<file path="config.mk">
export PLATFORM = sky130hd
export DESIGN_NAME = seq_restoring_div
export DESIGN_NICKNAME = d
export VERILOG_FILES = /design/src/rtl/div_pkg.sv /design/src/rtl/div_rst_sync.sv /design/src/rtl/div_mag.sv /design/src/rtl/div_step.sv /design/src/rtl/div_fix.sv /design/src/rtl/seq_restoring_div.sv
export SDC_FILE = /design/constraint.sdc
export NUM_CORES = 1
export LEC_CHECK = 0
export BUFFER_PORTS_ARGS = -buffer_cell sky130_fd_sc_hd__buf_4
export CAP_MARGIN = 40
export CELL_PAD_IN_SITES_DETAIL_PLACEMENT = 1
export CELL_PAD_IN_SITES_GLOBAL_PLACEMENT = 1
export CORE_MARGIN = 2
export CORE_UTILIZATION = 49
export DETAILED_ROUTE_END_ITERATION = 8
export GPL_TIMING_DRIVEN = 0
export PLACE_DENSITY = 0.95
export SLEW_MARGIN = 25
export SYNTH_ARGS = -nofsm -noshare
export SYNTH_HDL_FRONTEND = slang
export SYNTH_SLANG_ARGS = --single-unit
</file>
<file path="constraint.sdc">
create_clock -name clk -period 6.6 [get_ports clk]
set_input_delay 0.33 -clock clk [delete_from_list [all_inputs] [get_ports clk]]
set_output_delay 0.33 -clock clk [all_outputs]
set_load 0.01 [all_outputs]
</file>
<file path="src/rtl/div_pkg.sv">
package div_pkg;
  typedef enum logic [1:0] {
    ST_IDLE = 2'd0,
    ST_RUN  = 2'd1,
    ST_FIN  = 2'd2
  } div_state_e;
endpackage

</file>
<file path="src/rtl/div_rst_sync.sv">
module div_rst_sync (
  input  logic clk,
  input  logic rst_n_in,
  output logic rst_n_out
);
  logic [1:0] sync_q;

  always_ff @(posedge clk or negedge rst_n_in) begin
    if (!rst_n_in) sync_q <= 2'b00;
    else           sync_q <= {sync_q[0], 1'b1};
  end

  assign rst_n_out = sync_q[1];
endmodule

</file>
<file path="src/rtl/div_mag.sv">
// Magnitude of an operand: negated when signed mode is on and the sign bit is set.
module div_mag #(
  parameter int W = 16
) (
  input  logic [W-1:0] val,
  input  logic         sgn_en,
  output logic [W-1:0] mag,
  output logic         neg
);
  assign neg = sgn_en & val[W-1];
  assign mag = neg ? (~val + W'(1)) : val;
endmodule

</file>
<file path="src/rtl/div_step.sv">
// One restoring step: trial subtraction on the upper part, keep or restore,
// then shift the whole register left with the new quotient bit at the bottom.
module div_step #(
  parameter int W = 16
) (
  input  logic [W:0]   hi,
  input  logic [W-1:0] lo,
  input  logic [W-1:0] dvs,
  output logic [W:0]   hi_nx,
  output logic [W-1:0] lo_nx
);
  logic [W:0]   diff;
  logic         qbit;
  logic [W-1:0] kept;

  always_comb begin
    diff  = hi - {1'b0, dvs};
    qbit  = ~diff[W];
    kept  = qbit ? diff[W-1:0] : hi[W-1:0];
    hi_nx = {kept, lo[W-1]};
    lo_nx = {lo[W-2:0], qbit};
  end
endmodule

</file>
<file path="src/rtl/div_fix.sv">
// Final correction: right shift of the upper part, sign fix, divide-by-zero result.
module div_fix #(
  parameter int W = 16
) (
  input  logic [W:0]   core_hi,
  input  logic [W-1:0] core_lo,
  input  logic         q_neg,
  input  logic         r_neg,
  input  logic         dvs_zero,
  input  logic [W-1:0] dvd_raw,
  output logic [W-1:0] quo,
  output logic [W-1:0] rem
);
  logic [W-1:0] r_mag;

  always_comb begin
    r_mag = core_hi[W:1];
    if (dvs_zero) begin
      quo = '1;
      rem = dvd_raw;
    end else begin
      quo = q_neg ? (~core_lo + W'(1)) : core_lo;
      rem = r_neg ? (~r_mag + W'(1)) : r_mag;
    end
  end
endmodule

</file>
<file path="src/rtl/seq_restoring_div.sv">
module seq_restoring_div
  import div_pkg::*;
#(
  parameter int W = 16
) (
  input  logic         clk,
  input  logic         rst_n,
  input  logic         start,
  input  logic         sgn_mode,
  input  logic [W-1:0] dividend,
  input  logic [W-1:0] divisor,
  output logic         busy,
  output logic         done,
  output logic [W-1:0] quotient,
  output logic [W-1:0] remainder
);
  localparam int            CW   = (W > 2) ? $clog2(W) : 1;
  localparam logic [CW-1:0] LAST = CW'(W - 1);

  logic rst_s_n;

  div_rst_sync u_rst (
    .clk      (clk),
    .rst_n_in (rst_n),
    .rst_n_out(rst_s_n)
  );

  // operand magnitudes
  logic [W-1:0] mag [2];
  logic [1:0]   negf;
  logic [W-1:0] opnd [2];

  assign opnd[0] = dividend;
  assign opnd[1] = divisor;

  for (genvar g = 0; g < 2; g++) begin : g_mag
    div_mag #(.W(W)) u_mag (
      .val   (opnd[g]),
      .sgn_en(sgn_mode),
      .mag   (mag[g]),
      .neg   (negf[g])
    );
  end

  // state
  div_state_e    state_q, state_d;
  logic [CW-1:0] cnt_q, cnt_d;
  logic [W:0]    hi_q, hi_d, hi_step;
  logic [W-1:0]  lo_q, lo_d, lo_step;
  logic [W-1:0]  dvs_q, dvs_d;
  logic [W-1:0]  dvd_q, dvd_d;
  logic          qneg_q, qneg_d, rneg_q, rneg_d, zero_q, zero_d;
  logic [W-1:0]  quo_q, quo_d, rem_q, rem_d, fix_q, fix_r;
  logic          done_q, done_d;
  logic          load_en, step_en, fin_en;

  div_step #(.W(W)) u_step (
    .hi   (hi_q),
    .lo   (lo_q),
    .dvs  (dvs_q),
    .hi_nx(hi_step),
    .lo_nx(lo_step)
  );

  div_fix #(.W(W)) u_fix (
    .core_hi (hi_q),
    .core_lo (lo_q),
    .q_neg   (qneg_q),
    .r_neg   (rneg_q),
    .dvs_zero(zero_q),
    .dvd_raw (dvd_q),
    .quo     (fix_q),
    .rem     (fix_r)
  );

  assign load_en = (state_q == ST_IDLE) && start;
  assign step_en = (state_q == ST_RUN);
  assign fin_en  = (state_q == ST_FIN);

  always_comb begin
    state_d = state_q;
    unique case (state_q)
      ST_IDLE: if (start) state_d = ST_RUN;
      ST_RUN:  if (cnt_q == LAST) state_d = ST_FIN;
      ST_FIN:  state_d = ST_IDLE;
      default: state_d = ST_IDLE;
    endcase
  end

  always_comb begin
    cnt_d  = cnt_q;
    hi_d   = hi_q;
    lo_d   = lo_q;
    dvs_d  = dvs_q;
    dvd_d  = dvd_q;
    qneg_d = qneg_q;
    rneg_d = rneg_q;
    zero_d = zero_q;
    quo_d  = quo_q;
    rem_d  = rem_q;
    done_d = fin_en;
    if (load_en) begin
      // initial left shift of {0, |dividend|}
      hi_d   = {{W{1'b0}}, mag[0][W-1]};
      lo_d   = {mag[0][W-2:0], 1'b0};
      dvs_d  = mag[1];
      dvd_d  = dividend;
      qneg_d = negf[0] ^ negf[1];
      rneg_d = negf[0];
      zero_d = (divisor == '0);
      cnt_d  = '0;
    end else if (step_en) begin
      hi_d  = hi_step;
      lo_d  = lo_step;
      cnt_d = cnt_q + 1'b1;
    end
    if (fin_en) begin
      quo_d = fix_q;
      rem_d = fix_r;
    end
  end

  always_ff @(posedge clk or negedge rst_s_n) begin
    if (!rst_s_n) begin
      state_q <= ST_IDLE;
      cnt_q   <= '0;
      hi_q    <= '0;
      lo_q    <= '0;
      dvs_q   <= '0;
      dvd_q   <= '0;
      qneg_q  <= 1'b0;
      rneg_q  <= 1'b0;
      zero_q  <= 1'b0;
      quo_q   <= '0;
      rem_q   <= '0;
      done_q  <= 1'b0;
    end else begin
      state_q <= state_d;
      cnt_q   <= cnt_d;
      hi_q    <= hi_d;
      lo_q    <= lo_d;
      dvs_q   <= dvs_d;
      dvd_q   <= dvd_d;
      qneg_q  <= qneg_d;
      rneg_q  <= rneg_d;
      zero_q  <= zero_d;
      quo_q   <= quo_d;
      rem_q   <= rem_d;
      done_q  <= done_d;
    end
  end

  assign busy      = (state_q != ST_IDLE);
  assign done      = done_q;
  assign quotient  = quo_q;
  assign remainder = rem_q;
endmodule

</file>
# Word-level counts from Yosys, hierarchy flattened
# Index checks and enable logic that the tools add are counted.
[totals] regBits=109 in_bits=36 output_inout_bits=34 wordCells=54
[op_classes] addsub=6 n_eq_ne=5 n_mux=16 n_bitwise=8 n_reduce_logical=6
[ops] operator="16-bit two-way mux" count=9
[ops] operator="16-bit by 1-bit adder with 16-bit output (second input constant)" count=4
[ops] operator="16-bit NOT" count=4
[ops] operator="17-bit two-way mux" count=2
[ops] operator="17-bit by 16-bit subtractor with 17-bit output" count=1
[ops] operator="16-bit zero test" count=1
[ops] operator="4-bit two-way mux" count=2
[ops] operator="4-bit by 1-bit adder with 4-bit output (second input constant)" count=1
[ops] operator="4-bit equality test (second input constant)" count=1
[ops] operator="2-bit two-way mux" count=2
[ops] operator="2-bit one-hot mux with 2 select lines" count=1
[ops] operator="2-bit nonzero test" count=2
[ops] operator="1-bit bitwise AND" count=2
[ops] operator="2-bit by 1-bit equality test with 1-bit output (second input constant)" count=1
[ops] operator="2-bit equality test (second input constant)" count=1
[ops] operator="2-bit zero test" count=1
[ops] operator="2-bit by 1-bit != test with 1-bit output (second input constant)" count=1
[ops] operator="2-bit != test (second input constant)" count=1
[ops] operator="2-bit AND reduction" count=1
[ops] operator="1-bit logical AND" count=1
[ops] operator="1-bit NOT" count=1
[ops] operator="1-bit XOR" count=1

# Longest topological paths before layout
# Gate-level depths: netlist of the first run.
[logic_depth] ltp_word=4 depth_mapped=11 mapped_depth_nobuf=10

# By module
# Synthesis of the first run repeated with hierarchy kept, for this count alone.
[unflattened] cells_unflattened=795 area_unflattened_um2=7105.6
[by_module_without_submodules] module="seq_restoring_div" instances=1 cells_each=393 area_each_um2=4214.0 seq_area_each_um2=2677.6
[by_module_without_submodules] module="div_step" instances=1 cells_each=145 area_each_um2=1137.3 seq_area_each_um2=0.0
[by_module_without_submodules] module="div_fix" instances=1 cells_each=148 area_each_um2=984.7 seq_area_each_um2=0.0
[by_module_without_submodules] module="div_mag" instances=2 cells_each=53 area_each_um2=357.8 seq_area_each_um2=0.0
[by_module_without_submodules] module="div_rst_sync" instances=1 cells_each=3 area_each_um2=53.8 seq_area_each_um2=50.0

# Worst setup path before layout of the first run
# Ideal clock, no wire load.
[synth_timing] path_kind="register to register" from="register hi_q[5]" to="register hi_q[16]" setup_ns=0.137 arrival_ns=2.537 t_required_ns=6.463 path_slack_ns=3.925 stages_incl_launch_ff=10 path_buffers=1 synth_period_minus_slack_ns=2.675 path_cell_list="dfrtp_1 -> ha_1 -> a21o_1 -> or3_1 -> o22a_1 -> and3_1 -> nor3_4 -> buf_6 -> mux2i_1 -> o22ai_1"
[synth_between] elab_chain_len=4
[synth_lines] element="from (decl)" line_no="seq_restoring_div.sv:48" text="logic [W:0] hi_q, hi_d, hi_step;"
[synth_lines] element="from (signal assigned)" line_no="seq_restoring_div.sv:140" text="hi_q <= hi_d;"
[synth_lines] element="17-bit by 16-bit subtractor with 17-bit output" line_no="div_step.sv:17" text="diff = hi - {1'b0, dvs};"
[synth_lines] element="16-bit two-way mux" line_no="div_step.sv:19" text="kept = qbit ? diff[W-1:0] : hi[W-1:0];"
[synth_lines] element="17-bit two-way mux" line_no="seq_restoring_div.sv:112" text="end else if (step_en) begin"
[synth_lines] element="17-bit two-way mux" line_no="seq_restoring_div.sv:102" text="if (load_en) begin"
# Every way passes these cells. The select of a mux whose other input is x is not followed.
# A chain may end at the register's enable or synchronous reset.

# Final worst setup path of the first run
[layout_timing] from="register hi_q[0]" to="register hi_q[8]"
# Same word-level chain as after synthesis.

==> summary.txt, run 1 <==
clk slew on worst S/H paths -> 70 ps
sequential-to-total area share from yosys stat -> 42.1%
port bufs -> 69
Final Max Tran Viols -> 0
RSZ-0062 raised after global routing -> false
hold slack -> 189 ps
initial antenna violation count -> 0
Peak supply drop -> 0.218 mV
Total GRT Usage -> 31.1%
pin count of the biggest net entering global routing -> 48
status -> completed
Die H -> 119 um
crit path max fanout -> 10
commonest cells after routing, fill and taps aside -> 137 x nand2_1, 108 x dfrtp_1, 69 x buf_4
max-cap violation count -> 0
final worst-path cycle share -> 48.6%
fraction of layout instances using a drive strength above 1 -> 12.3%
WL/cell -> 21.2 um
Post-synth EDFFs -> 0
Slew HR -> 47.7%
synth warn -> 0
P_leak -> 3.44 nW
Cell variety after synth -> 59
clock skew after layout -> 11.0 ps
FMAX -> 312 MHz
routed vias/inst -> 6.04
clock root buffer -> clkbuf_16
Num CTS Buffers -> 9
antenna-violating nets left -> 0
nets@finish -> 892
overall power -> 4.37 mW
area of the die -> 14,200 um2
commonest non-fill, non-tap cell in the layout -> nand2_1
die width -> 119 um
fin worst setup slack -> 3390 ps
worst-margin pin slew -> 778 ps
core box area -> 13,100 um2
Rows -> 42
Area Growth Syn to Fin -> 17.2%
HPWL Detailed -> 16.3 mm
Worst setup SP type -> flop
Mapped Area -> 6480 um2
first-pass GRT wire length -> 34.3 mm
min Tclk post-route -> 3210 ps
Layout Utilization -> 58.1%
Hold Path Class -> input port to flop
worst-skew pair later-pin latency -> 370 ps
ys async rst share -> 100%
endpoints failing setup -> 0
via count -> 6,129
setup_tns -> 0 ps
final hold vios -> 0
Final Non-Filler Cells -> 1,015
Top Ports -> 70
H-tree depth -> 3
DRC errors left -> 0
Crit path arrival time -> 3420 ps
clk sinks -> 109
pwr/cell area -> 575 nW/um2
FF+latch count, synth -> 109
vias in the first global route -> 6,525
Post-Syn Instances -> 750
crit path capture type -> flop
Detailed Route WL -> 21.5 mm
Crit path required time -> 6810 ps
placed cell areas -> 7280 um2
total grt overflow -> 0
fin area -> 7600 um2
placed cells -> 998
post-synthesis area per instance -> 8.65 um2
TritonCTS clock tree -> built
Placement Setup Slack -> 3480 ps
Antenna diodes -> 0
DRT iter0 DRCs -> 564
Top FF cell, synth -> dfrtp_1
DR pass1 iterations -> 5
routability cong. -> 0.883
CTS Buffer Depth -> 2
Worst Path Class, Setup -> flop to flop
Starting Density -> 49.6%
Post-CTS Setup Bufs -> 0
Synth Net Count -> 808
critical path, cell delays in order, from the launching register on:
cell,delay (ps)
dfrtp_1,400
inv_1,80
ha_1,240
fa_1,420
nand2b_1,190
a21oi_1,180
o22a_1,320
a2111oi_2,150
nor3_4,470
buf_6,240
mux2i_1,240
o21ai_1,110
worst paths after layout:
path | from | to | slack (ps) | depth (start not counted)
hold reg to reg | u_rst.sync_q[1]$_DFF_PN0_ | quotient[4]$_DFFE_PN0P_ | 260 | 0
setup reg to reg | hi_q[0]$_DFFE_PN0P_ | hi_q[8]$_DFFE_PN0P_ | 3390 | 11
hold / removal | dividend[9] | lo_q[10]$_DFFE_PN0P_ | 190 | 2
min in group asynchronous | u_rst.sync_q[1]$_DFF_PN0_ | quotient[4]$_DFFE_PN0P_ | 260 | 0
setup / recovery | hi_q[0]$_DFFE_PN0P_ | hi_q[8]$_DFFE_PN0P_ | 3390 | 11
max in group asynchronous | u_rst.sync_q[1]$_DFF_PN0_ | hi_q[11]$_DFFE_PN0P_ | 5500 | 2
state kept, by name, summed over array words and instances, names as in the netlist, 2 cells and up:
name,flops
remainder,16
cnt_q,4
u_rst.sync_q,2
dvd_q,16
state_q,2
lo_q,16
hi_q,17
dvs_q,16
quotient,16
power by group:
group	total [mW]	switching (mW)	internal [mW]
sequential	1.32	0.349	0.975
clock	0.578	0.261	0.318
combinational	2.47	1.44	1.03
layer usage:
metal / GRT usage, % / part of all wire [%] / up-vias / wire (um)
met1: 36.9 / 38 / 3055 / 8270
met2: 55.4 / 52 / 253 / 11200
met5: 0 / 0 / - / 0
li1: - / - / 2751 / -
met4: 15.7 / 4.2 / 0 / 908
met3: 3.83 / 5.2 / 70 / 1120
cell type report:
cell class,count,area (um2)
clock buffers,12,256
clock inverters,4,55.1
fillers,1533,5480
flip-flops and latches,109,2730
plain buffers,37,176
inverters,30,113
multi-input cells,574,3470
well taps,176,220
repair buffers,73,581
repair_timing:
action	4_1_cts	5_1_grt
hold endpoints to repair	2	0
resized for setup	0	0
hold buffers	1	0
synthesized netlist by cell type (all sizes together), types with 13 or more instances:
cell    count  area (um2)
a21oi      48         240
nor3       13        76.3
nor2       58         218
a31oi      19         119
dfrtp     109        2730
mux2i      23         230
ha         21         263
nand2     137         514
nand3      22         110
xor2       25         219
xnor2      41         359
clkbuf     30         126
inv        29         109
o21ai      67         335
kinds of logic (layout without fill, tap and decap cells):
| kind of cell | Yosys count | count (layout) | share of synthesized area [%] |
|---|---|---|---|
| AND/OR/NAND/NOR | 276 | 276 | 19.0 |
| AO/OA/AOI/OAI | 185 | 185 | 17.4 |
| flip-flops | 109 | 109 | 42.1 |
| buffers and inverters | 67 | 156 | 4.46 |
| XOR/XNOR | 66 | 66 | 8.91 |
| multiplexers | 24 | 24 | 3.72 |
| adder cells (fa/ha/maj) | 22 | 22 | 4.36 |
| other | 1 | 1 | 0.0578 |
Note: power is estimated with default switching activity, not from simulation.
==> run 2, diff against run 1 <==
Settings changed: ABC_AREA set to 1, CORE_UTILIZATION 49 to 44, PLACE_DENSITY 0.95 to 0.93.
Clock period 6.6 ns to 3.2 ns, I/O delays scaled along.
==> run 2 against run 1 <==
Against the previous run:
- via count is 20% higher
- combinational power is 140% higher
- utilization is 5.6 points lower
- non-clock buffer count is 5 lower
- setup slack worse by 2800 ps
- sequential power is 90% higher
- wire length is 15% higher
- flip-flop and latch count stayed put
==> summary.txt, run 2 <==
total grt overflow -> 0 (unchanged)
uppermost layer routed -> met4
worst-skew pair later-pin latency -> 370 ps (about the same)
Antenna diodes -> 0 (unchanged)
synth warn -> 0 (unchanged)
Post-Syn Instances -> 1,012 (+35%)
first-pass GRT wire length -> 40.2 mm (+17%)
Mapped Area -> 7160 um2 (+10%)
via count -> 7,346 (+20%)
met1 wire length -> 10.8 mm (+30%)
nets@finish -> 1,153 (+29%)
Placement Setup Slack -> 680 ps (-2800 ps)
Top Ports -> 70 (unchanged)
Top reg by flops -> hi_q
H-tree depth -> 3 (unchanged)
hold slack -> 47.9 ps (-142 ps)
die width -> 132 um (+10%)
DR pass1 iterations -> 7 (+2)
synth top area cells -> dfrtp_1 38%, nand2_1 15%, inv_1 7.1%, nand3_1 6.5%, o21ai_0 5.1%
clk sinks -> 109 (unchanged)
pwr/cell area -> 1170 nW/um2 (+100%)
fraction of layout instances using a drive strength above 1 -> 14.5% (+2.2 points)
FMAX -> 380 MHz (+22%)
Yosys top cell by area -> dfrtp_1
routability cong. -> 0.899 (+1.8%)
HPWL Detailed -> 18.7 mm (+15%)
Detailed Route WL -> 24.7 mm (+15%)
Simple-Gate Fraction of Synth Area -> 32.7% (+14 points)
port bufs -> 69 (unchanged)
pin count of the biggest net entering global routing -> 53 (+10%)
final worst-path cycle share -> 82.1% (+34 points)
WL/cell -> 18.7 um (-12%)
commonest cells after routing, fill and taps aside -> 282 x nand2_1, 136 x inv_1, 108 x dfrtp_1
clock root buffer -> clkbuf_16
post-synthesis mux area share -> 0% (-3.7 points)
Crit path required time -> 3460 ps (-3350 ps)
Post-CTS Setup Bufs -> 0 (unchanged)
min Tclk post-route -> 2630 ps (-579 ps)
DRT iter0 DRCs -> 675 (+20%)
crit path capture type -> flop
Starting Density -> 45.1% (-4.5 points)
overall power -> 9.77 mW (+120%)
Synth Area in XOR/XNOR -> 2.69% (-6.2 points)
post-synthesis area per instance -> 7.07 um2 (-18%)
fin worst setup slack -> 571 ps (-2820 ps)
final hold vios -> 0 (unchanged)
vias in the first global route -> 7,703 (+18%)
initial antenna violation count -> 0 (unchanged)
Reg2Reg Depth -> 14 (+3)
TritonCTS clock tree -> built
crit path max fanout -> 4 (-6)
DR WL met3 -> 1.31 mm (+17%)
Worst setup SP type -> flop
Final Max Tran Viols -> 0 (unchanged)
area of the die -> 17,300 um2 (+22%)
endpoints failing setup -> 0 (unchanged)
antenna-violating nets left -> 0 (unchanged)
Crit path arrival time -> 2880 ps (-540 ps)
max-cap violation count -> 0 (unchanged)
Yosys top cell area share -> 38.1% (-3.9 points)
Total GRT Usage -> 29.1% (-2.0 points)
RSZ-0062 raised after global routing -> false
CTS Buffer Depth -> 2 (unchanged)
Area Growth Syn to Fin -> 16.5%
fin area -> 8340 um2 (+9.7%)
routed vias/inst -> 5.58 (-7.6%)
largest family of logic cells by synthesized area -> simple AND/OR/NAND/NOR gates
Synth Area in Compound Gates -> 12.5% (-4.9 points)
max reg flops -> 17 (unchanged)
metal2 WL -> 12.0 mm (+7.3%)
WHS Path Cells -> 3 (+1)
clock skew after layout -> 15.0 ps (+4.01 ps)
worst-margin pin slew -> 698 ps (-79.5 ps)
P_leak -> 4.25 nW (+23%)
Worst Path Class, Setup -> flop to flop
Num CTS Buffers -> 9 (unchanged)
synth cell count leaders -> 282 x nand2_1, 136 x inv_1, 109 x dfrtp_1
status -> completed
core box area -> 15,900 um2 (+21%)
ys async rst share -> 100% (unchanged)
top-count cell post-synth -> nand2_1
Post-synth EDFFs -> 0 (unchanged)
Slew HR -> 53.4% (+5.8 points)
Post-Synth Adder-Cell Area -> 3.95% (-0.41 points)
Cell variety after synth -> 44 (-25%)
Top FF cell, synth -> dfrtp_1
FF+latch count, synth -> 109 (unchanged)
Peak supply drop -> 0.431 mV (+98%)
DRC errors left -> 0 (unchanged)
Hold Path Class -> input port to flop
commonest non-fill, non-tap cell in the layout -> nand2_1
Rows -> 46 (+9.5%)
sequential-to-total area share from yosys stat -> 38.1% (-3.9 points)
setup_tns -> 0 ps (unchanged)
Synth Net Count -> 1,070 (+32%)
placed cell areas -> 8000 um2 (+9.8%)
Die H -> 132 um (+10%)
clk slew on worst S/H paths -> 80 ps (about the same)
==> run 2: cell types whose count changed after synthesis, moves of 10 or more <==
cell	change
nor2_1	+24
mux2i_1	-23
nand3_2	+10
xnor2_1	-34
xor2_1	-10
clkbuf_1	-13
o211ai_1	+14
o21ai_0	+19
nand3_1	+71
nand2_2	+22
nand2_1	+145
inv_1	+107
a21oi_1	-13
a31oi_1	-11
==> run 2: power by group <==
group | switching (mW) | internal, mW
clock | 0.585 | 0.705
combinational | 3.83 | 2.14
sequential | 0.510 | 2.00
total | 4.92 | 4.85
==> run 2: repair_timing <==
item / 4_1_cts / 5_1_grt
hold buffers: 1 / 0
endpoints found under the hold margin: 2 / 0
resized for setup: 0 / 0
==> run 2: final timing paths <==
| kind | startpoint | to | slack, ps |
|---|---|---|---|
| setup / recovery | hi_q[1]$_DFFE_PN0P_ | hi_q[1]$_DFFE_PN0P_ | 570 |
| hold / removal | dividend[0] | dvd_q[0]$_DFFE_PN0P_ | 50 |
| setup reg to reg | hi_q[1]$_DFFE_PN0P_ | hi_q[1]$_DFFE_PN0P_ | 570 |
| hold reg to reg | u_rst.sync_q[1]$_DFF_PN0_ | quotient[2]$_DFFE_PN0P_ | 230 |
| max in group asynchronous | u_rst.sync_q[1]$_DFF_PN0_ | hi_q[12]$_DFFE_PN0P_ | 2380 |
| min in group asynchronous | rst_n | u_rst.sync_q[1]$_DFF_PN0_ | 100 |
==> run 2: cell type report <==
class	instances	area [um2]
buffer	33	173
clock buffer	10	229
clock inverter	6	105
fill	2122	7540
inverter	145	544
multi-input combinational	725	3710
sequential	109	2730
tap	216	270
timing repair buffer	72	576
==> run 2: kinds of logic after synthesis <==
kind of cell | count (synthesis)
buffers and inverters | 178
adder cells (fa/ha/maj) | 22
other | 1
AO/OA/AOI/OAI | 157
flip-flops | 109
XOR/XNOR | 22
AND/OR/NAND/NOR | 523
==> run 2: metrics by stage <==
step	util (%)	cells
global route	52.5	1316
detailed placement	50.3	1299
global placement	50.0	1297
floorplan	-	1012
CTS	52.5	1316
finish	52.5	1316
==> run 2: layer usage <==
layer	vias up	global-route usage, %
met5	-	0
met4	0	8.21
met3	47	4.36
met2	256	49.7
met1	3618	38.5
li1	3425	-
==> run 2: critical path: stages, from the launching register on <==
cell and delay (ps):
dfrtp_1 490, inv_1 170, fa_1 480, inv_1 120, nand2_1 70, nand2_1 100, nand3_1 100, nand2_2 160
nand2_4 90, nand2_4 80, nand2_1 160, nand2_1 240, nand2_1 100, nand3_1 100, nand2_1 70
==> run 3, diff against run 2 <==
Clock period 3.2 ns to 2.6 ns, I/O delays scaled along.
==> run 3 against run 2 <==
Against the previous run:
- flip-flop and latch count did not move
- register-to-register slack got worse by 430 ps
- first-iteration DRC count rose by 5.3%
- critical endpoint is now lo_q[0]$_DFFE_PN0P_
- clock power rose by 23%
- highest routed layer unchanged
- largest power group unchanged
- cell count barely moved
==> summary.txt, run 3 (synthesis gave the netlist of run 2 again) <==
Die H -> 132 um (unchanged)
sw frac -> 50.4% (about the same)
hold_sp -> dividend[0]
Area Growth Syn to Fin -> 16.7%
crit path max fanout -> 4 (unchanged)
worst-path cell chain -> inv_1, ha_1, fa_1, inv_1, nand2_1, nand2_1, nand3_1, nand2_2, nand2_4, nand3_1, nand2_2, buf_4, o22ai_1
commonest non-fill, non-tap cell in the layout -> nand2_1
clk sinks -> 109 (unchanged)
H-tree depth -> 3 (unchanged)
Reg2Reg Depth -> 13 (-1)
setup_tns -> 0 ps (unchanged)
worst-skew pair later-pin latency -> 370 ps (about the same)
initial antenna violation count -> 0 (unchanged)
nets@finish -> 1,154 (+0.087%)
WL/cell -> 18.8 um (+0.33%)
Starting Density -> 45.1% (unchanged)
P_leak -> 4.25 nW (about the same)
Top reg by flops -> hi_q
area of the multi-input gates -> 3720 um2 (+0.13%)
DRC errors left -> 0 (unchanged)
core box area -> 15,900 um2 (unchanged)
RSZ-0062 raised after global routing -> false
Clock power frac -> 13.1% (about the same)
FILL cells -> 2,121 (-0.047%)
Final Max Tran Viols -> 0 (unchanged)
Slew HR -> 55.1% (+1.6 points)
Peak supply drop -> 0.531 mV (+23%)
Antenna diodes -> 0 (unchanged)
TritonCTS clock tree -> built
final hold vios -> 0 (unchanged)
vias in the first global route -> 7,703 (unchanged)
Slowest-stage cell, CP -> fa_1
Hold Path Class -> input port to flop
Combinational Power Share -> 61.3% (+0.2 points)
endpoints failing setup -> 0 (unchanged)
die width -> 132 um (unchanged)
via count -> 7,332 (-0.19%)
reg2reg setup slack -> 140 ps (-430 ps)
routed vias/inst -> 5.57 (-0.27%)
Crit path required time -> 2880 ps (-580 ps)
Worst Hold End -> dvd_q[0]$_DFFE_PN0P_
HPWL Detailed -> 18.7 mm (unchanged)
Sequential cell area -> 2730 um2 (about the same)
worst-margin pin slew -> 674 ps (-24.5 ps)
part of the power in registers -> 25.6% (about the same)
total grt overflow -> 0 (unchanged)
min Tclk post-route -> 2460 ps (-165 ps)
final worst-path cycle share -> 94.8% (+13 points)
fraction of layout instances using a drive strength above 1 -> 14.8% (+0.35 points)
DR pass1 iterations -> 5 (-2)
worst r2r src -> hi_q[0]$_DFFE_PN0P_
max-cap violation count -> 0 (unchanged)
clk slew on worst S/H paths -> 80 ps (about the same)
port bufs -> 69 (unchanged)
clock skew after layout -> 16.3 ps (+1.29 ps)
pin count of the biggest net entering global routing -> 53 (unchanged)
CP max stage delay -> 400 ps (-90 ps)
pwr/cell area -> 1450 nW/um2 (+23%)
Detailed Route WL -> 24.8 mm (+0.41%)
Worst setup SP type -> flop
status -> completed
Rows -> 46 (unchanged)
Crit path arrival time -> 2740 ps (-140 ps)
internal power -> 6.00 mW (+24%)
Reg2Reg Capture Point -> lo_q[0]$_DFFE_PN0P_
DRT iter0 DRCs -> 711 (+5.3%)
first-pass GRT wire length -> 40.2 mm (unchanged)
switching pwr -> 6.09 mW (+24%)
WHS Path Cells -> 3 (unchanged)
Num CTS Buffers -> 9 (unchanged)
max reg flops -> 17 (unchanged)
Top Ports -> 70 (unchanged)
antenna-violating nets left -> 0 (unchanged)
area of the die -> 17,300 um2 (unchanged)
commonest cells after routing, fill and taps aside -> 280 x nand2_1, 136 x inv_1, 107 x dfrtp_1
crit path capture type -> flop
clock root buffer -> clkbuf_16
CTS Buffer Depth -> 2 (unchanged)
routability cong. -> 0.899 (unchanged)
overall power -> 12.1 mW (+24%)
Worst Path Class, Setup -> flop to flop
FMAX -> 406 MHz (+6.7%)
Total GRT Usage -> 29.1% (unchanged)
## run 3: through the flow
stage               util, %  instances  instance area (um2)  hold WS, ps  worst slack, ps
floorplan                 -       1012                 7160         -166              597
global placement       50.0       1297                 7950        -87.4              135
detailed placement     50.3       1299                 8000        -82.1             79.9
CTS                    52.5       1316                 8340         6.75             19.9
global route           52.6       1317                 8350         31.0             6.07
finish                 52.6       1317                 8350         21.5              136
## run 3: layer usage
layer  vias to the layer above  routed length, um  global-route usage, %
li1                       3422                  -                      -
met3                        37               1400                   4.36
met2                       253              12200                   49.7
met5                         -                  0                      0
met4                         0                496                   8.21
met1                      3620              10700                   38.5
## run 3: critical path: cells and delay by family, from the launching register on
family	cells	cell delay, ps
buf+inv	3	360
flops	1	330
simple gates	7	900
compound gates	1	130
fa+ha+maj	2	640
## run 3: worst max path at each step
stage,startpoint,endpoint,slack (ps),cells after the start
after floorplan,hi_q[0]$_DFFE_PN0P_,hi_q[8]$_DFFE_PN0P_,600,16
after global placement,u_rst.sync_q[1]$_DFF_PN0_,hi_q[13]$_DFFE_PN0P_,130,0
after detailed placement,hi_q[1]$_DFFE_PN0P_,hi_q[1]$_DFFE_PN0P_,80,14
after CTS,hi_q[1]$_DFFE_PN0P_,hi_q[1]$_DFFE_PN0P_,20,14
after global routing,hi_q[0]$_DFFE_PN0P_,lo_q[0]$_DFFE_PN0P_,6,13
final,hi_q[0]$_DFFE_PN0P_,lo_q[0]$_DFFE_PN0P_,140,13
## run 3: repair_timing
| item | in CTS | in global routing |
|---|---|---|
| hold endpoints to repair | 2 | 0 |
| setup buffers | 0 | 1 |
| setup endpoints to repair | 0 | 4 |
| gates resized for setup | 0 | 3 |
| hold buffers | 1 | 0 |
## run 3: layout make-up
type | count | share of cell area, %
sequential | 109 | 32.7
tap | 216 | 3.23
timing repair buffer | 73 | 6.98
multi-input combinational | 725 | 44.5
clock inverter | 6 | 1.26
inverter | 145 | 6.51
clock buffer | 10 | 2.74
buffer | 33 | 2.07
## run 3: power by group through the flow
stage          combinational [mW]  sequential [mW]  clock [mW]
5_1_grt                      8.27             3.17        1.64
2_1_floorplan                5.14             2.99           0
6_report                     7.41             3.09        1.59
4_1_cts                      7.31             3.07        1.60
3_3_place_gp                 6.73             3.06           0
3_5_place_dp                 7.17             3.09           0
